[config.mk]
export PLATFORM = sky130hd
export DESIGN_NAME = sync_serial_port
export DESIGN_NICKNAME = d
export VERILOG_FILES = /design/src/rtl/ssp_pkg.sv /design/src/rtl/ssp_clk_gen.sv /design/src/rtl/ssp_edge_sync.sv /design/src/rtl/ssp_shifter.sv /design/src/rtl/sync_serial_port.sv
export SDC_FILE = /design/constraint.sdc
export NUM_CORES = 1
export LEC_CHECK = 0
export BUFFER_PORTS_ARGS = -buffer_cell sky130_fd_sc_hd__buf_2
export CAP_MARGIN = 10
export CELL_PAD_IN_SITES_DETAIL_PLACEMENT = 1
export CELL_PAD_IN_SITES_GLOBAL_PLACEMENT = 1
export CORE_MARGIN = 5
export CORE_UTILIZATION = 37
export CTS_CLUSTER_DIAMETER = 40
export DETAILED_ROUTE_END_ITERATION = 8
export PLACE_DENSITY_LB_ADDON = 0.25
export SYNTH_ARGS = -nofsm -noshare
export SYNTH_HDL_FRONTEND = slang
export SYNTH_SLANG_ARGS = --single-unit
[constraint.sdc]
create_clock -name clk -period 2.02 [get_ports clk]
set_input_delay 0.101 -clock clk [delete_from_list [all_inputs] [get_ports clk]]
set_output_delay 0.101 -clock clk [all_outputs]
set_load 0.01 [all_outputs]
[src/rtl/ssp_pkg.sv]
// Shared types and helpers for the synchronous serial port.
// Assumes the clock select is a 2-bit code with value 3 meaning slave mode.
package ssp_pkg;

    typedef enum logic [1:0] {
        SEL_DIV2  = 2'b00,
        SEL_DIV4  = 2'b01,
        SEL_DIV8  = 2'b10,
        SEL_SLAVE = 2'b11
    } clk_src_e;

    // Number of system clocks per half period of the master serial clock.
    function automatic int unsigned half_cycles(input logic [1:0] sel);
        return 32'd1 << sel;
    endfunction

endpackage

[src/rtl/ssp_clk_gen.sv]
// Master-mode serial clock generator.
// Divides the system clock and toggles a serial clock that idles high.
// Emits one-cycle pulses in the same cycle as each toggle so that the
// data path acts on the edge the toggle is registered on.
// Assumes rate_sel is held stable while run is high.
module ssp_clk_gen #(
    parameter int MAX_HALF = 4
) (
    input  logic       clk,
    input  logic       rst_n,
    input  logic       run,
    input  logic [1:0] rate_sel,
    output logic       sclk,
    output logic       fall_ev,
    output logic       rise_ev
);
    localparam int CW = $clog2(MAX_HALF + 1);

    logic [CW-1:0] div_q;
    logic [CW-1:0] last_cnt;
    logic          sclk_q;
    logic          tick;

    // Terminal count of the divider for the selected rate.
    always_comb begin
        last_cnt = CW'(ssp_pkg::half_cycles(rate_sel) - 1);
        tick     = run && (div_q == last_cnt);
        fall_ev  = tick && sclk_q;
        rise_ev  = tick && !sclk_q;
    end

    // Divider counter and clock toggle; clock returns high when idle.
    always_ff @(posedge clk) begin
        if (!rst_n) begin
            div_q  <= '0;
            sclk_q <= 1'b1;
        end else if (!run) begin
            div_q  <= '0;
            sclk_q <= 1'b1;
        end else if (tick) begin
            div_q  <= '0;
            sclk_q <= !sclk_q;
        end else begin
            div_q  <= div_q + 1'b1;
        end
    end

    assign sclk = sclk_q;

endmodule

[src/rtl/ssp_edge_sync.sv]
// Slave-mode clock receiver.
// Resynchronises an asynchronous external clock through STAGES flops and
// flags its rising and falling edges one cycle wide.
// Assumes the external clock stays at each level for at least
// STAGES+1 system clocks.
module ssp_edge_sync #(
    parameter int STAGES = 2
) (
    input  logic clk,
    input  logic rst_n,
    input  logic ext_clk,
    output logic fall_ev,
    output logic rise_ev
);
    logic [STAGES:0] pipe_q;

    // Synchroniser chain plus one history flop; resets to the idle-high level.
    always_ff @(posedge clk) begin
        if (!rst_n) begin
            pipe_q <= '1;
        end else begin
            pipe_q <= {pipe_q[STAGES-1:0], ext_clk};
        end
    end

    // Edge detection on the synchronised level against its previous value.
    always_comb begin
        fall_ev = pipe_q[STAGES] && !pipe_q[STAGES-1];
        rise_ev = !pipe_q[STAGES] && pipe_q[STAGES-1];
    end

endmodule

[src/rtl/ssp_shifter.sv]
// Shared transmit/receive shift register with an output latch.
// The latch takes the outgoing bit on start and on every launch event;
// the register shifts sdi in on every capture event, in the direction
// set by lsb_first. A parallel load is honoured only when load_en is high.
module ssp_shifter #(
    parameter int DATA_W = 8
) (
    input  logic              clk,
    input  logic              rst_n,
    input  logic              load_en,
    input  logic [DATA_W-1:0] load_data,
    input  logic              start,
    input  logic              launch,
    input  logic              capture,
    input  logic              lsb_first,
    input  logic              sdi,
    output logic [DATA_W-1:0] sreg,
    output logic              sdo
);
    logic [DATA_W-1:0] sreg_q;
    logic              sdo_q;
    logic              out_bit;

    // Bit waiting at the outgoing end of the register.
    assign out_bit = lsb_first ? sreg_q[0] : sreg_q[DATA_W-1];

    // Parallel load, serial shift and output latch update.
    always_ff @(posedge clk) begin
        if (!rst_n) begin
            sreg_q <= '0;
            sdo_q  <= 1'b1;
        end else begin
            if (load_en) begin
                sreg_q <= load_data;
            end else if (capture) begin
                if (lsb_first) sreg_q <= {sdi, sreg_q[DATA_W-1:1]};
                else           sreg_q <= {sreg_q[DATA_W-2:0], sdi};
            end
            if (start || launch) begin
                sdo_q <= out_bit;
            end
        end
    end

    assign sreg = sreg_q;
    assign sdo  = sdo_q;

endmodule

[src/rtl/sync_serial_port.sv]
// Synchronous serial port top level.
// Selects the master clock generator or the slave edge receiver, counts
// DATA_W serial clock pulses per transfer, sequences busy, ready and the
// interrupt flag. Assumes clk_sel, lsb_first and edge_sel are static for
// the duration of a transfer.
module sync_serial_port #(
    parameter int DATA_W      = 8,
    parameter int SYNC_STAGES = 2,
    parameter int MAX_HALF    = 4
) (
    input  logic              clk,
    input  logic              rst_n,
    input  logic [1:0]        clk_sel,
    input  logic              lsb_first,
    input  logic              edge_sel,
    input  logic              load_valid,
    input  logic [DATA_W-1:0] load_data,
    input  logic              trigger,
    input  logic              sdi,
    input  logic              sclk_in,
    input  logic              irq_en,
    input  logic              irq_clr,
    output logic              sdo,
    output logic              sclk_out,
    output logic              sclk_oe,
    output logic [DATA_W-1:0] rx_data,
    output logic              busy,
    output logic              ready,
    output logic              irq_flag,
    output logic              irq
);
    import ssp_pkg::*;

    localparam int CNT_W = $clog2(DATA_W);

    logic             is_slave;
    logic             busy_q;
    logic             ready_q;
    logic             flag_q;
    logic [CNT_W-1:0] pulse_q;
    logic             start;
    logic             done;
    logic             m_fall, m_rise;
    logic             s_fall, s_rise;
    logic             ev_fall, ev_rise;
    logic             launch, capture;

    assign is_slave = (clk_src_e'(clk_sel) == SEL_SLAVE);
    assign start    = trigger && !busy_q;

    ssp_clk_gen #(
        .MAX_HALF (MAX_HALF)
    ) u_clk_gen (
        .clk      (clk),
        .rst_n    (rst_n),
        .run      (busy_q && !is_slave),
        .rate_sel (clk_sel),
        .sclk     (sclk_out),
        .fall_ev  (m_fall),
        .rise_ev  (m_rise)
    );

    ssp_edge_sync #(
        .STAGES  (SYNC_STAGES)
    ) u_edge_sync (
        .clk     (clk),
        .rst_n   (rst_n),
        .ext_clk (sclk_in),
        .fall_ev (s_fall),
        .rise_ev (s_rise)
    );

    // Merge the clock source events, gated to an active transfer.
    always_comb begin
        if (is_slave) begin
            ev_fall = busy_q && s_fall;
            ev_rise = busy_q && s_rise;
        end else begin
            ev_fall = m_fall;
            ev_rise = m_rise;
        end
        launch  = edge_sel ? ev_rise : ev_fall;
        capture = edge_sel ? ev_fall : ev_rise;
        done    = ev_rise && (pulse_q == CNT_W'(DATA_W - 1));
    end

    ssp_shifter #(
        .DATA_W    (DATA_W)
    ) u_shifter (
        .clk       (clk),
        .rst_n     (rst_n),
        .load_en   (load_valid && !busy_q),
        .load_data (load_data),
        .start     (start),
        .launch    (launch),
        .capture   (capture),
        .lsb_first (lsb_first),
        .sdi       (sdi),
        .sreg      (rx_data),
        .sdo       (sdo)
    );

    // Transfer sequencing: busy window and serial pulse counter.
    always_ff @(posedge clk) begin
        if (!rst_n) begin
            busy_q  <= 1'b0;
            pulse_q <= '0;
        end else if (start) begin
            busy_q  <= 1'b1;
            pulse_q <= '0;
        end else if (done) begin
            busy_q  <= 1'b0;
            pulse_q <= '0;
        end else if (ev_rise) begin
            pulse_q <= pulse_q + 1'b1;
        end
    end

    // Slave ready indication: armed by the trigger, dropped at first clock.
    always_ff @(posedge clk) begin
        if (!rst_n) begin
            ready_q <= 1'b0;
        end else if (start && is_slave) begin
            ready_q <= 1'b1;
        end else if (ev_fall || done) begin
            ready_q <= 1'b0;
        end
    end

    // Completion flag: set at end of transfer, set wins over clear.
    always_ff @(posedge clk) begin
        if (!rst_n) begin
            flag_q <= 1'b0;
        end else if (done) begin
            flag_q <= 1'b1;
        end else if (irq_clr) begin
            flag_q <= 1'b0;
        end
    end

    assign sclk_oe  = !is_slave;
    assign busy     = busy_q;
    assign ready    = ready_q;
    assign irq_flag = flag_q;
    assign irq      = flag_q && irq_en;

endmodule

==> results.toml <==
[setup_path]
critPathCaptureType = "flop"
slowest_delay_ns = 0.49
rr_endpoint = "u_shifter.sreg[2]$_SDFFE_PN0P_"
start_kind = "flop"
r2r_slack_ns = 0.16
cp_top_family = "simple AND/OR/NAND/NOR gates"
path_buf_inv = 0
cp_slowest_cell = "dfxtp_1"
reg2reg_from = "busy$_SDFFE_PN0P_"
criticalPathCategory = "reg2reg"
path_cells = "nand3_1 -> nor3b_1 -> nor2_1 -> a32oi_4 -> mux2i_1"
arrival_ns = 2.10
crit_required_ns = 2.26
r2r_cells = 5
crit_fanout = 9

[die]
die_y_um = 66.3
core_area_um2 = 3050
die_w_um = 66.3
rows = 20
start_util = 0.384
dieArea_um2 = 4390
io_pins = 35

[sta]
finalSetupTns_ns = 0
period_share = 0.923
hold_violations = 0
worst_slack_ns = 0.156
relSlewSlack = 0.697
tightest_slew_ns = 0.454
rsz0062_at_grt = "no"
fin_skew_ns = 0.00288
fmax_ghz = 0.537
drv_slew = 0
final-setup-viol-count = 0
period_minus_slack_ns = 1.86
holdWs_ns = 0.0412

[layout]
fillCellCount = 393
finalNetCount = 185
seq_area_um2 = 440
syn_to_final_growth_pct = 20.9
n_antenna_cell = 0
multiInputGateArea_um2 = 697
layout-drive-gt1-share = 0.275

[hold_path]
worstHoldStart = "trigger"
min_path_type = "in2reg"
holdPathEnd = "busy$_SDFFE_PN0P_"
hold_depth = 2

[global_route]
grt_pass1_wl_um = 4800
grt_max_degree = 28
grt_pass1_vias = 1087
antenna_found_initial = 0
grt_overflow = 0
grt_usage = 0.142

[power]
p_seq_frac = 0.560
power_frac_comb = 0.206
clkPwrFrac = 0.234
ir_drop_mv = 0.261
intPower_uw = 609
switchingPower_uw = 247
swShare = 0.289
p_leak_uw = 0.000640
power_density_nw_per_um2 = 604

[place]
gp_congestion = 0.773
port_buffers = 34
hpwlAfterDp_um = 2280
dp_slack_ns = 0.115

[synthesis]
postSynthAreaPerCell_um2 = 9.23
ys_warn_count = 0
yosysSeqAreaShare = 0.376
syn_area_um2 = 1170
synthDistinctLibCells = 30
netlist_instances = 127
syn_nets = 150
synth_seq_cells = 22

[clock_network]
cts_tree = "done"
clk_latency_ns = 0.31
path_clk_slew_ns = 0.12
cts_buffer_depth = 2
h-tree-depth = 1
cts.sinks = 22
cts_buffers = 3
post_cts_buffers = 0
root_buffer = "clkbuf_4"

[routing]
wl_per_cell_um = 13.9
drt_pre_antenna_iters = 2
drt_iter0_drc = 32
vias = 1032
routed_via_density = 5.06
routed_wl_um = 2830
antenna_left = 0
drc = 0

[status]
status = "completed"

[run]
max_cap_violations = 0
-- worst max path at each step --
stage,from,end,slack [ns],cells past startpoint
after floorplan,busy$_SDFFE_PN0P_,u_shifter.sreg[0]$_SDFFE_PN0P_,0.36,4
after global placement,busy$_SDFFE_PN0P_,u_shifter.sdo$_SDFFE_PN1P_,0.25,4
after detailed placement,busy$_SDFFE_PN0P_,u_shifter.sreg[2]$_SDFFE_PN0P_,0.11,4
after CTS,busy$_SDFFE_PN0P_,u_shifter.sreg[2]$_SDFFE_PN0P_,0.1,4
after global routing,busy$_SDFFE_PN0P_,u_shifter.sreg[2]$_SDFFE_PN0P_,0.01,5
final,busy$_SDFFE_PN0P_,u_shifter.sreg[2]$_SDFFE_PN0P_,0.16,5
-- cell type report --
class / instances / area share
inverters: 4 / 0.0106
well taps: 44 / 0.0388
repair buffers: 36 / 0.132
clock buffers: 3 / 0.0159
multi-input cells: 95 / 0.492
flip-flops and latches: 22 / 0.311
-- cell families after synthesis --
group / synth area share
simple gates: 0.219
flops: 0.376
compound gates: 0.164
mux: 0.155
buf+inv: 0.0320
xor+xnor: 0.0224
fa+ha+maj: 0.0320
-- cells in the mapped netlist --
cell	count	share of area
xnor2_1	2	0.015
o211a_1	1	0.0085
nand3b_1	2	0.013
clkbuf_1	6	0.019
mux2i_1	17	0.15
nor3b_1	1	0.0064
a21oi_1	3	0.013
nor2b_1	2	0.011
inv_1	4	0.013
or3_1	1	0.0053
o211ai_1	9	0.058
and2_1	1	0.0053
nand2b_1	8	0.043
a21boi_0	2	0.013
nor2_1	4	0.013
a31oi_1	1	0.0053
o31ai_4	1	0.018
dfxtp_1	22	0.38
nand3_1	3	0.013
a32oi_1	1	0.0075
a32oi_4	1	0.023
a31oi_4	1	0.018
xor2_1	1	0.0075
nor3b_2	1	0.011
nand4_1	2	0.011
nand2_1	24	0.077
nor3_1	1	0.0043
nand4b_1	1	0.0075
mux2_2	1	0.0096
ha_1	3	0.032
-- registers in the layout, indices dropped and copies added (netlist names), 3 cells and up --
signal	flops
u_shifter.sreg	8
u_clk_gen.div_q	3
pulse_q	3
u_edge_sync.pipe_q	3
-- metrics by stage --
stage | power (uW) | cell area (um^2) | util | std cells
after floorplan | 600 | 1170 | - | 127
after global placement | 659 | 1380 | 0.453 | 200
after detailed placement | 668 | 1380 | 0.453 | 200
after CTS | 872 | 1420 | 0.464 | 204
after global routing | 910 | 1420 | 0.464 | 204
final | 857 | 1420 | 0.464 | 204
-- power by group through the flow --
| stage | clock network, uW | registers [uW] | logic (uW) |
|---|---|---|---|
| 2_1_floorplan | 0 | 494 | 106 |
| 3_3_place_gp | 0 | 488 | 171 |
| 3_5_place_dp | 0 | 490 | 178 |
| 4_1_cts | 212 | 480 | 180 |
| 5_1_grt | 228 | 486 | 196 |
| 6_report | 201 | 480 | 177 |
-- cells in the final DEF (no fill, tap or decap), drive strengths merged --
master,synthesis,routed
a21oi,3,3
mux2i,17,17
clkbuf,6,3
o211a,1,1
buf,0,35
mux2,1,1
and2,1,1
dfxtp,22,22
o31ai,1,1
xnor2,2,2
nor3,1,1
nand3,3,3
nand2,24,24
a32oi,2,2
or3,1,1
nor2,4,4
nand3b,2,2
dlygate4sd3,0,1
nand4b,1,1
nor2b,2,2
nand2b,8,8
a21boi,2,2
nand4,2,2
xor2,1,1
nor3b,2,2
inv,4,4
a31oi,2,2
o211ai,9,9
ha,3,3
-- layer usage --
layer,part of all wire,vias to the layer above,global-route usage,wire length (um)
met3,0.051,6,0.0357,145
met2,0.52,24,0.258,1470
met5,0,-,0,0
met1,0.42,489,0.161,1190
met4,0.011,0,0.0457,31
li1,-,513,-,-
-- what timing repair did --
action	in CTS	in global routing
gates resized for setup	0	1
setup endpoints to repair	0	1
hold endpoints to repair	1	0
hold buffers	1	0
Power figures use the tool's default switching activity.
